<file path="src/rtl/pscfg_pkg.sv">
package pscfg_pkg;

  typedef enum logic [3:0] {
    SQ_IDLE,
    SQ_REQ_HOLD,
    SQ_REL_WAIT,
    SQ_FETCH,
    SQ_BIT_LO,
    SQ_BIT_HI,
    SQ_DONE_CHK,
    SQ_TAIL_HI,
    SQ_TAIL_LO
  } seq_state_e;

  typedef enum logic [1:0] {
    FAIL_NONE     = 2'd0,
    FAIL_NO_STAT  = 2'd1,
    FAIL_STAT_TMO = 2'd2,
    FAIL_NO_DONE  = 2'd3
  } fail_code_e;

endpackage

</file>
<file path="src/rtl/pscfg_timer.sv">
module pscfg_timer #(
  parameter int W = 8
) (
  input  logic         clk,
  input  logic         rst_n,
  input  logic         load_i,
  input  logic [W-1:0] value_i,
  output logic         zero_o
);

  logic [W-1:0] cnt_q;

  always_ff @(posedge clk or negedge rst_n) begin
    if (!rst_n)             cnt_q <= '0;
    else if (load_i)        cnt_q <= value_i;
    else if (cnt_q != '0)   cnt_q <= cnt_q - 1'b1;
  end

  assign zero_o = (cnt_q == '0);

endmodule

</file>
<file path="src/rtl/pscfg_shifter.sv">
module pscfg_shifter #(
  parameter int DW = 8
) (
  input  logic          clk,
  input  logic          rst_n,
  input  logic          load_i,
  input  logic [DW-1:0] byte_i,
  input  logic          shift_i,
  output logic          bit_o,
  output logic          final_bit_o
);

  localparam int CW = $clog2(DW + 1);

  logic [DW-1:0] sr_q;
  logic [CW-1:0] left_q;

  always_ff @(posedge clk or negedge rst_n) begin
    if (!rst_n) begin
      sr_q   <= '0;
      left_q <= '0;
    end else if (load_i) begin
      sr_q   <= byte_i;
      left_q <= CW'(DW);
    end else if (shift_i) begin
      sr_q   <= sr_q >> 1;
      left_q <= left_q - 1'b1;
    end
  end

  assign bit_o       = sr_q[0];
  assign final_bit_o = (left_q == CW'(1));

  // a shift is only requested while bits of the byte remain
  a_r4_no_underflow: assert property (@(posedge clk) disable iff (!rst_n)
    shift_i |-> (left_q > CW'(1)));

endmodule

</file>
<file path="src/rtl/pscfg_master.sv">
module pscfg_master
  import pscfg_pkg::*;
#(
  parameter int PHASE_CYC      = 1,
  parameter int CFG_LOW_CYC    = 110,
  parameter int STATUS_TMO_CYC = 5_000_000,
  parameter int TAIL_PULSES    = 12,
  parameter int DW             = 8
) (
  input  logic          clk,
  input  logic          rst_n,
  input  logic          start_i,
  input  logic          in_valid_i,
  input  logic [DW-1:0] in_data_i,
  input  logic          in_last_i,
  output logic          in_ready_o,
  output logic          cfg_req_n_o,
  output logic          sclk_o,
  output logic          sdata_o,
  input  logic          tgt_stat_n_i,
  input  logic          tgt_done_i,
  output logic          busy_o,
  output logic          done_o,
  output logic [1:0]    err_o
);

  localparam int MAXC = (STATUS_TMO_CYC > CFG_LOW_CYC) ?
                        ((STATUS_TMO_CYC > PHASE_CYC) ? STATUS_TMO_CYC : PHASE_CYC) :
                        ((CFG_LOW_CYC > PHASE_CYC) ? CFG_LOW_CYC : PHASE_CYC);
  localparam int TW = $clog2(MAXC + 1);
  localparam int PW = $clog2(TAIL_PULSES + 1);
  localparam logic [TW-1:0] PH_LD  = TW'(PHASE_CYC - 1);
  localparam logic [TW-1:0] REQ_LD = TW'(CFG_LOW_CYC - 1);
  localparam logic [TW-1:0] TMO_LD = TW'(STATUS_TMO_CYC - 1);

  seq_state_e st_q, st_d;
  logic       req_n_q, req_n_d;
  logic       sclk_q, sclk_d;
  logic       done_q, done_d;
  fail_code_e err_q, err_d;
  logic       last_q;
  logic [PW-1:0] tail_q;
  logic       tail_clr, tail_inc;

  logic          t_load, t_zero;
  logic [TW-1:0] t_val;
  logic          sh_load, sh_shift, sh_bit, sh_final;

  pscfg_timer #(.W(TW)) u_timer (
    .clk(clk), .rst_n(rst_n), .load_i(t_load), .value_i(t_val), .zero_o(t_zero)
  );

  pscfg_shifter #(.DW(DW)) u_shift (
    .clk(clk), .rst_n(rst_n), .load_i(sh_load), .byte_i(in_data_i),
    .shift_i(sh_shift), .bit_o(sh_bit), .final_bit_o(sh_final)
  );

  always_comb begin
    st_d     = st_q;
    req_n_d  = req_n_q;
    sclk_d   = sclk_q;
    done_d   = done_q;
    err_d    = err_q;
    t_load   = 1'b0;
    t_val    = PH_LD;
    sh_load  = 1'b0;
    sh_shift = 1'b0;
    tail_clr = 1'b0;
    tail_inc = 1'b0;
    unique case (st_q)
      SQ_IDLE: if (start_i) begin
        st_d    = SQ_REQ_HOLD;
        req_n_d = 1'b0;
        done_d  = 1'b0;
        err_d   = FAIL_NONE;
        t_load  = 1'b1;
        t_val   = REQ_LD;
      end
      SQ_REQ_HOLD: if (t_zero) begin
        req_n_d = 1'b1;
        if (tgt_stat_n_i) begin
          st_d  = SQ_IDLE;
          err_d = FAIL_NO_STAT;
        end else begin
          st_d   = SQ_REL_WAIT;
          t_load = 1'b1;
          t_val  = TMO_LD;
        end
      end
      SQ_REL_WAIT: begin
        if (tgt_stat_n_i) st_d = SQ_FETCH;
        else if (t_zero) begin
          st_d  = SQ_IDLE;
          err_d = FAIL_STAT_TMO;
        end
      end
      SQ_FETCH: if (in_valid_i) begin
        sh_load = 1'b1;
        st_d    = SQ_BIT_LO;
        t_load  = 1'b1;
      end
      SQ_BIT_LO: if (t_zero) begin
        sclk_d = 1'b1;
        st_d   = SQ_BIT_HI;
        t_load = 1'b1;
      end
      SQ_BIT_HI: if (t_zero) begin
        sclk_d = 1'b0;
        if (!sh_final) begin
          sh_shift = 1'b1;
          st_d     = SQ_BIT_LO;
          t_load   = 1'b1;
        end else if (last_q) begin
          st_d   = SQ_DONE_CHK;
          t_load = 1'b1;
        end else begin
          st_d = SQ_FETCH;
        end
      end
      SQ_DONE_CHK: if (t_zero) begin
        if (tgt_done_i) begin
          st_d     = SQ_TAIL_HI;
          sclk_d   = 1'b1;
          t_load   = 1'b1;
          tail_clr = 1'b1;
        end else begin
          st_d  = SQ_IDLE;
          err_d = FAIL_NO_DONE;
        end
      end
      SQ_TAIL_HI: if (t_zero) begin
        sclk_d = 1'b0;
        st_d   = SQ_TAIL_LO;
        t_load = 1'b1;
      end
      SQ_TAIL_LO: if (t_zero) begin
        if (tail_q == PW'(TAIL_PULSES - 1)) begin
          st_d   = SQ_IDLE;
          done_d = 1'b1;
        end else begin
          tail_inc = 1'b1;
          sclk_d   = 1'b1;
          st_d     = SQ_TAIL_HI;
          t_load   = 1'b1;
        end
      end
      default: st_d = SQ_IDLE;
    endcase
  end

  always_ff @(posedge clk or negedge rst_n) begin
    if (!rst_n) begin
      st_q    <= SQ_IDLE;
      req_n_q <= 1'b1;
      sclk_q  <= 1'b0;
      done_q  <= 1'b0;
      err_q   <= FAIL_NONE;
      last_q  <= 1'b0;
      tail_q  <= '0;
    end else begin
      st_q    <= st_d;
      req_n_q <= req_n_d;
      sclk_q  <= sclk_d;
      done_q  <= done_d;
      err_q   <= err_d;
      if (sh_load)       last_q <= in_last_i;
      if (tail_clr)      tail_q <= '0;
      else if (tail_inc) tail_q <= tail_q + 1'b1;
    end
  end

  assign in_ready_o  = (st_q == SQ_FETCH);
  assign cfg_req_n_o = req_n_q;
  assign sclk_o      = sclk_q;
  assign sdata_o     = sh_bit;
  assign busy_o      = (st_q != SQ_IDLE);
  assign done_o      = done_q;
  assign err_o       = err_q;

  // ready only with the request released and the clock parked low
  a_r8_ready_parked: assert property (@(posedge clk) disable iff (!rst_n)
    in_ready_o |-> (cfg_req_n_o && !sclk_o));

  // data holds through every clock high phase
  a_r5_data_stable: assert property (@(posedge clk) disable iff (!rst_n)
    (sclk_o && $past(sclk_o)) |-> $stable(sdata_o));

  // an error leaves the pins parked and the block idle
  a_r9_abort_parked: assert property (@(posedge clk) disable iff (!rst_n)
    (err_o != 2'd0) |-> (cfg_req_n_o && !sclk_o && !in_ready_o && !busy_o));

  // the request only falls out of idle
  a_r10_req_from_idle: assert property (@(posedge clk) disable iff (!rst_n)
    $fell(cfg_req_n_o) |-> !$past(busy_o));

  // success is reported only with the block idle and no error
  a_r7_done_clean: assert property (@(posedge clk) disable iff (!rst_n)
    done_o |-> (!busy_o && err_o == 2'd0));

endmodule

</file>
<file path="config.mk">
export PLATFORM = sky130hd
export DESIGN_NAME = pscfg_master
export DESIGN_NICKNAME = d
export VERILOG_FILES = /design/src/rtl/pscfg_pkg.sv /design/src/rtl/pscfg_timer.sv /design/src/rtl/pscfg_shifter.sv /design/src/rtl/pscfg_master.sv
export SDC_FILE = /design/constraint.sdc
export NUM_CORES = 1
export LEC_CHECK = 0
export ABC_AREA = 1
export BUFFER_PORTS_ARGS = -buffer_cell sky130_fd_sc_hd__clkbuf_2
export CAP_MARGIN = 20
export CELL_PAD_IN_SITES_DETAIL_PLACEMENT = 1
export CELL_PAD_IN_SITES_GLOBAL_PLACEMENT = 1
export CORE_ASPECT_RATIO = 0.75
export CORE_UTILIZATION = 40
export DETAILED_ROUTE_END_ITERATION = 16
export PLACE_DENSITY_LB_ADDON = 0.1
export SLEW_MARGIN = 20
export SYNTH_ARGS = -nofsm -noshare
export SYNTH_HDL_FRONTEND = slang
export SYNTH_HIERARCHICAL = 1
export SYNTH_SLANG_ARGS = --single-unit
</file>
<file path="constraint.sdc">
create_clock -name clk -period 2.7 [get_ports clk]
set_clock_uncertainty 0.05 [all_clocks]
set_input_delay 0.54 -clock clk [delete_from_list [all_inputs] [get_ports clk]]
set_output_delay 0.54 -clock clk [all_outputs]
set_load 0.05 [all_outputs]
</file>
**After elaboration in Yosys (flattened, before gate mapping)**

Cells that the tools add are included.

- Register bits: 49
- Input port bits: 15
- Output and inout port bits: 8
- Logic and storage cells: 125

- Add/subtract/negate cells: 3
- Equality and inequality tests: 27
- Multiplexer cells: 67
- Reduce and logical (&&, ||, !) cells: 18

Operators by type and width:

| operator | count |
|---|---|
| $mux W23 | 4 |
| $mux W4 | 14 |
| $pmux W23 S2 | 1 |
| $pmux W4 S9 | 1 |
| $ne A2 B2 Y1 const B | 15 |
| $mux W1 | 27 |
| $logic_not A23 Y1 | 1 |
| $reduce_bool A23 Y1 | 1 |
| $sub A23 B1 Y23 const B | 1 |
| $eq A4 B3 Y1 const B | 4 |
| $mux W2 | 8 |
| $mux W8 | 2 |
| $mux W3 | 4 |
| $reduce_bool A4 Y1 | 3 |
| $reduce_bool A2 Y1 | 5 |
| $reduce_and A9 Y1 | 1 |
| $eq A4 B1 Y1 const B | 2 |
| $eq A4 B2 Y1 const B | 2 |
| $eq A4 B4 Y1 const B | 2 |
| $pmux W2 S4 | 1 |
| $reduce_and A8 Y1 | 1 |
| $mux W7 | 1 |
| $pmux W1 S7 | 1 |
| $reduce_and A7 Y1 | 1 |
| other kinds (10) | 12 |

**Longest topological paths before layout**

- Word-level depth: 6
- Gate-level depth with buffers: 18
- Depth with buffers taken out: 16

**Hierarchy**

The synthesis kept the hierarchy.

By module, submodules not included:

| module | times used | cells an instance | area an instance (µm²) | seq. area each (µm²) |
|---|---|---|---|---|
| pscfg_timer | 1 | 235 | 1571.5 | 575.6 |
| pscfg_master | 1 | 168 | 1107.3 | 351.6 |
| pscfg_shifter | 1 | 66 | 566.8 | 300.3 |

**Least setup slack after synthesis**

No wires, ideal clock.

- Path type: reg2reg
- Start point: register st_q[3]
- End point: register u_timer.cnt_q[9]
- Setup time: 0.116 ns
- Data arrival time: 2.558 ns
- Required time: 2.534 ns
- Path slack: -0.024 ns
- Cell stages (with the launch flop): 16
- Buffers on the path: 3
- Period minus slack after synthesis: 2.724 ns
- Cell sequence: dfrtp_1 -> nor2_1 -> buf_6 -> inv_1 -> nor2_1 -> nand2_1 -> nand2_1 -> nor2_1 -> nand2_1 -> clkbuf_1 -> inv_1 -> nand2_2 -> inv_2 -> buf_6 -> nand2_1 -> nand2_1

- Elaborated cells on any way between the ends: 13

RTL lines:

| element | line | source |
|---|---|---|
| from (decl) | pscfg_master.sv:36 | `seq_state_e st_q, st_d;` |
| from (signal assigned) | pscfg_master.sv:161 | `st_q <= st_d;` |
| $eq A4 B2 Y1 (*) | -- |  |
| net in_ready_o | pscfg_master.sv:16 | `output logic in_ready_o,` |
| $pmux W1 S7 (*) | pscfg_master.sv:70 | `unique case (st_q)` |
| net t_load | pscfg_master.sv:45 | `logic t_load, t_zero;` |
| $mux W23 / $reduce_bool A2 Y1 (equally long branches) | -- |  |
| to (signal assigned) | pscfg_timer.sv:15 | `else if (load_i) cnt_q <= value_i;` |
| to (signal assigned) | pscfg_timer.sv:16 | `else if (cnt_q != '0) cnt_q <= cnt_q - 1'b1;` |
| to (decl) | pscfg_timer.sv:11 | `logic [W-1:0] cnt_q;` |

Mark *: on every way through the listed nets, which the timed path passes. The rest lies on a longest branch.
A chain may end at the register's enable or synchronous reset.

**Final worst setup path**

- Start point: register u_timer.cnt_q[0]
- End point: register u_shift.left_q[3]

- Word-level cells in the longest chain between the ends: 4

Ends and longest elaborated chain:

| element | line | source |
|---|---|---|
| $logic_not A23 Y1 | pscfg_timer.sv:19 | `assign zero_o = (cnt_q == '0);` |
| net t_zero | pscfg_master.sv:45 |  |
| $mux W1 | pscfg_master.sv:107 | `SQ_BIT_HI: if (t_zero) begin` |
| $mux W1 | pscfg_master.sv:70 |  |
| net sh_shift | pscfg_master.sv:47 | `logic sh_load, sh_shift, sh_bit, sh_final;` |
| $reduce_bool A2 Y1 (no source line) | -- |  |
| to (signal assigned) | pscfg_shifter.sv:24 | `left_q <= CW'(DW);` |
| to (signal assigned) | pscfg_shifter.sv:27 | `left_q <= left_q - 1'b1;` |
| to (decl) | pscfg_shifter.sv:16 | `logic [CW-1:0] left_q;` |

The timed path passes the listed nets, and every way through them passes these cells.

==> metrics <==
die footprint ~0.0085 mm2; clock sink total about 50; Top-Level Pins 23; drt drc 0; setup TNS 0 ns; DRT antenna net count 0; Yosys reg bits 49; Final Critical Period 2.43 ns; CTS Hold Bufs 0; TritonCTS buffer count 5; CP max FO 12; initial antenna violation count 0; max-slew violations 0; Lkg Pwr 1.90 nW; Synth cell types 33; Core ar. 0.00788 mm2; max cap viols 0; fraction of layout cells with a size suffix above 1 0.148; total power 3.59 mW; Simple-Gate Fraction of Synth Area 0.426; largest family of logic cells by synthesized area simple AND/OR/NAND/NOR gates; nets 525; Slew @ Worst Pin approximately 0.55 ns; Setup Buffers After CTS 0; initial core utilization 0.412; CTS tree done; Post-Synth Adder-Cell Area 0.0154; Critical Path End Type register; met2 usage 0.350; Placement Setup Slack 0.287 ns; FILL cells 1042; crit path kind register to register; wire per inst 14.6 um; DP HPWL 7040 um; reg2reg path depth 14; first-pass GRT wire length 15500 um; vias per inst 4.97; Starting DRT DRC Count 161; pwr dens 993 mW/mm2; Final WS setup roughly 0.27 ns; routing usage on met1 0.351; worst min path class input pin to asynchronous set/reset pin; Clk Latency, worst-skew pair 0.31 ns; Cell Rows 28; Area Overhead vs Synth 11.3%; outcome complete, no violations; Arr. time, crit path 2.57 ns; All-Layer GR Usage 0.234; GR peak layer met1; Tcrit/Tclk final 0.899; antenna fix cells 0; Peak Freq just over 400 MHz; root buf cell clkbuf_8; placed cell areas 0.00353 mm2; GPL Wtd Cong 0.867; Worst EP required 2.85 ns; XOR/XNOR Fraction of Synth Area 0.0378; H-tree levels 2; largest net degree at the start of global routing 31; CTS Buffer Depth 2; # resized after CTS 0; VDD IR max 0.438 mV; Worst R2R Start u_timer/cnt_q[0]; grt met3 use 0.0351; Slew Limit Headroom 0.634; total gr overflow 0; first drt pass iteration count 4; routed wire length between 8000 and 9000 um; vias in the first global route between 3000 and 4000; port bufs 22; Worst Setup SP u_timer/cnt_q[0]; RSZ-0062 raised after global routing no; Mapped Avg Cell Area 6.92 um2; fin area ~0.0036 mm2; Yosys warning count 6; Mapped Area 0.00325 mm2; Setup violations, final 0; DR vias slightly above 3000; post-synthesis mux area share 0; overall die width 106 um; post-synthesis compound-gate area fraction 0.0636; register area share after synthesis 0.378; clk slew on worst S/H paths 0.09 ns; CP Launch Type register; die outline height 80.0 um; Cells after Synth around 470; Hold Fails Final Rpt 0
[synthesized netlist by cell type]
cell	number	area share
inv_2	6	0.0069
clkbuf_1	3	0.0035
nand4_2	1	0.0039
buf_6	3	0.010
xnor2_1	6	0.016
conb_1	1	0.0012
ha_1	4	0.015
nor2_1	49	0.057
a22o_1	1	0.0027
dfstp_2	1	0.0081
buf_2	1	0.0015
nand3_2	3	0.0093
nor2_4	8	0.028
clkbuf_8	1	0.0042
nand4_1	13	0.025
nand2_1	181	0.21
o21bai_1	5	0.012
nand3b_1	3	0.0069
o22ai_1	2	0.0039
nand2_4	2	0.0069
clkinv_1	2	0.0023
o211ai_1	1	0.0023
xor2_1	8	0.022
nor2_2	9	0.017
nor3_1	1	0.0015
dfrtp_1	48	0.37
o21ai_0	11	0.017
nand3_1	29	0.045
nand2_2	6	0.012
o21ai_1	6	0.0093
inv_1	42	0.049
a21oi_1	11	0.017
nand3_4	1	0.0054
[through the flow]
stage / hold WS (ns) / utilization / instances
finish: 0.147 / 0.458 / 612
global route: 0.193 / 0.458 / 612
global placement: 0.409 / 0.448 / 604
CTS: 0.170 / 0.458 / 612
detailed placement: 0.414 / 0.448 / 604
floorplan: 0.194 / - / 477
[flip-flops by register name, indices dropped and copies added (netlist names)]
| register | flops |
|---|---|
| err_o | 2 |
| sclk_o | 1 |
| cfg_req_n_o | 1 |
| done_o | 1 |
| u_shift/left_q | 4 |
| last_q | 1 |
| u_timer/cnt_q | 23 |
| tail_q | 4 |
| st_q | 4 |
| u_shift/sr_q | 8 |
[cells by family (layout without fill, tap and decap cells)]
| logic type | after synthesis | in the layout |
|---|---|---|
| DFF | 49 | 49 |
| other | 1 | 9 |
| buffers and inverters | 58 | 88 |
| AOI/OAI and AO/OA | 37 | 37 |
| xor gates and xnor gates | 14 | 14 |
| adders and majority gates | 4 | 4 |
| and+or+nand+nor | 306 | 306 |
[layout by cell type, fill, tap and decap left out]
cell type / count
dfstp_2: 1
a21oi_1: 11
nor3_1: 1
nand3_4: 1
clkbuf_8: 5
clkbuf_1: 1
conb_1: 9
o21ai_0: 11
a22o_1: 1
nand3b_1: 3
nor2_4: 8
xnor2_1: 6
ha_1: 4
clkbuf_2: 22
nand2_1: 181
nand3_1: 29
inv_1: 42
nand2_2: 6
inv_2: 6
nor2_2: 10
buf_12: 1
nor2_1: 48
nand4_1: 13
buf_4: 7
clkinv_1: 2
clkinv_2: 2
nand4_2: 1
o211ai_1: 1
nand3_2: 3
dfrtp_1: 48
o22ai_1: 2
o21ai_1: 6
nand2_4: 2
xor2_1: 8
o21bai_1: 5
[power breakdown]
group	internal [mW]	total (mW)	switching, mW
clock	0.180	0.437	0.256
combinational	0.607	1.93	1.33
sequential	0.979	1.22	0.237
total	1.77	3.59	1.82
[final timing paths]
kind	endpoint	slack, ns
min in group clk	last_q	0.38
setup reg to reg	u_shift/left_q[3]	0.27
hold / removal	u_shift/sr_q[0]	0.15
setup / recovery	u_shift/left_q[3]	0.27
hold reg to reg	sclk_o	0.43
max in group asynchronous	cfg_req_n_o	1.82
[final cells by class]
class,instances,area [um2],share of cell area
Multi-Input combinational cell,370,1800,0.498
Timing Repair Buffer,30,183,0.0506
Inverter,50,188,0.0520
Sequential cell,49,1230,0.340
Clock buffer,6,72.6,0.0201
Tap cell,105,131,0.0364
Clock inverter,2,10.0,0.00277
[critical path, cell delays in order (launching register included)]
cell and delay (ns):
dfrtp_1 0.40, inv_1 0.11, ha_1 0.23, nand3_4 0.13
nor2_4 0.16, nand3_2 0.10, inv_1 0.12, inv_1 0.20
nor3_1 0.22, buf_4 0.18, inv_1 0.05, nand2_1 0.13
nand3_1 0.10, nand2_1 0.07, nand3_1 0.05
[metal layers]
layer  vias to the layer above  share of wire
li1                       1538              -
met2                        41           0.41
met4                         0         0.0073
met5                         -              0
met1                      1456           0.55
met3                         8          0.036
(Power assumes the default switching activity.)
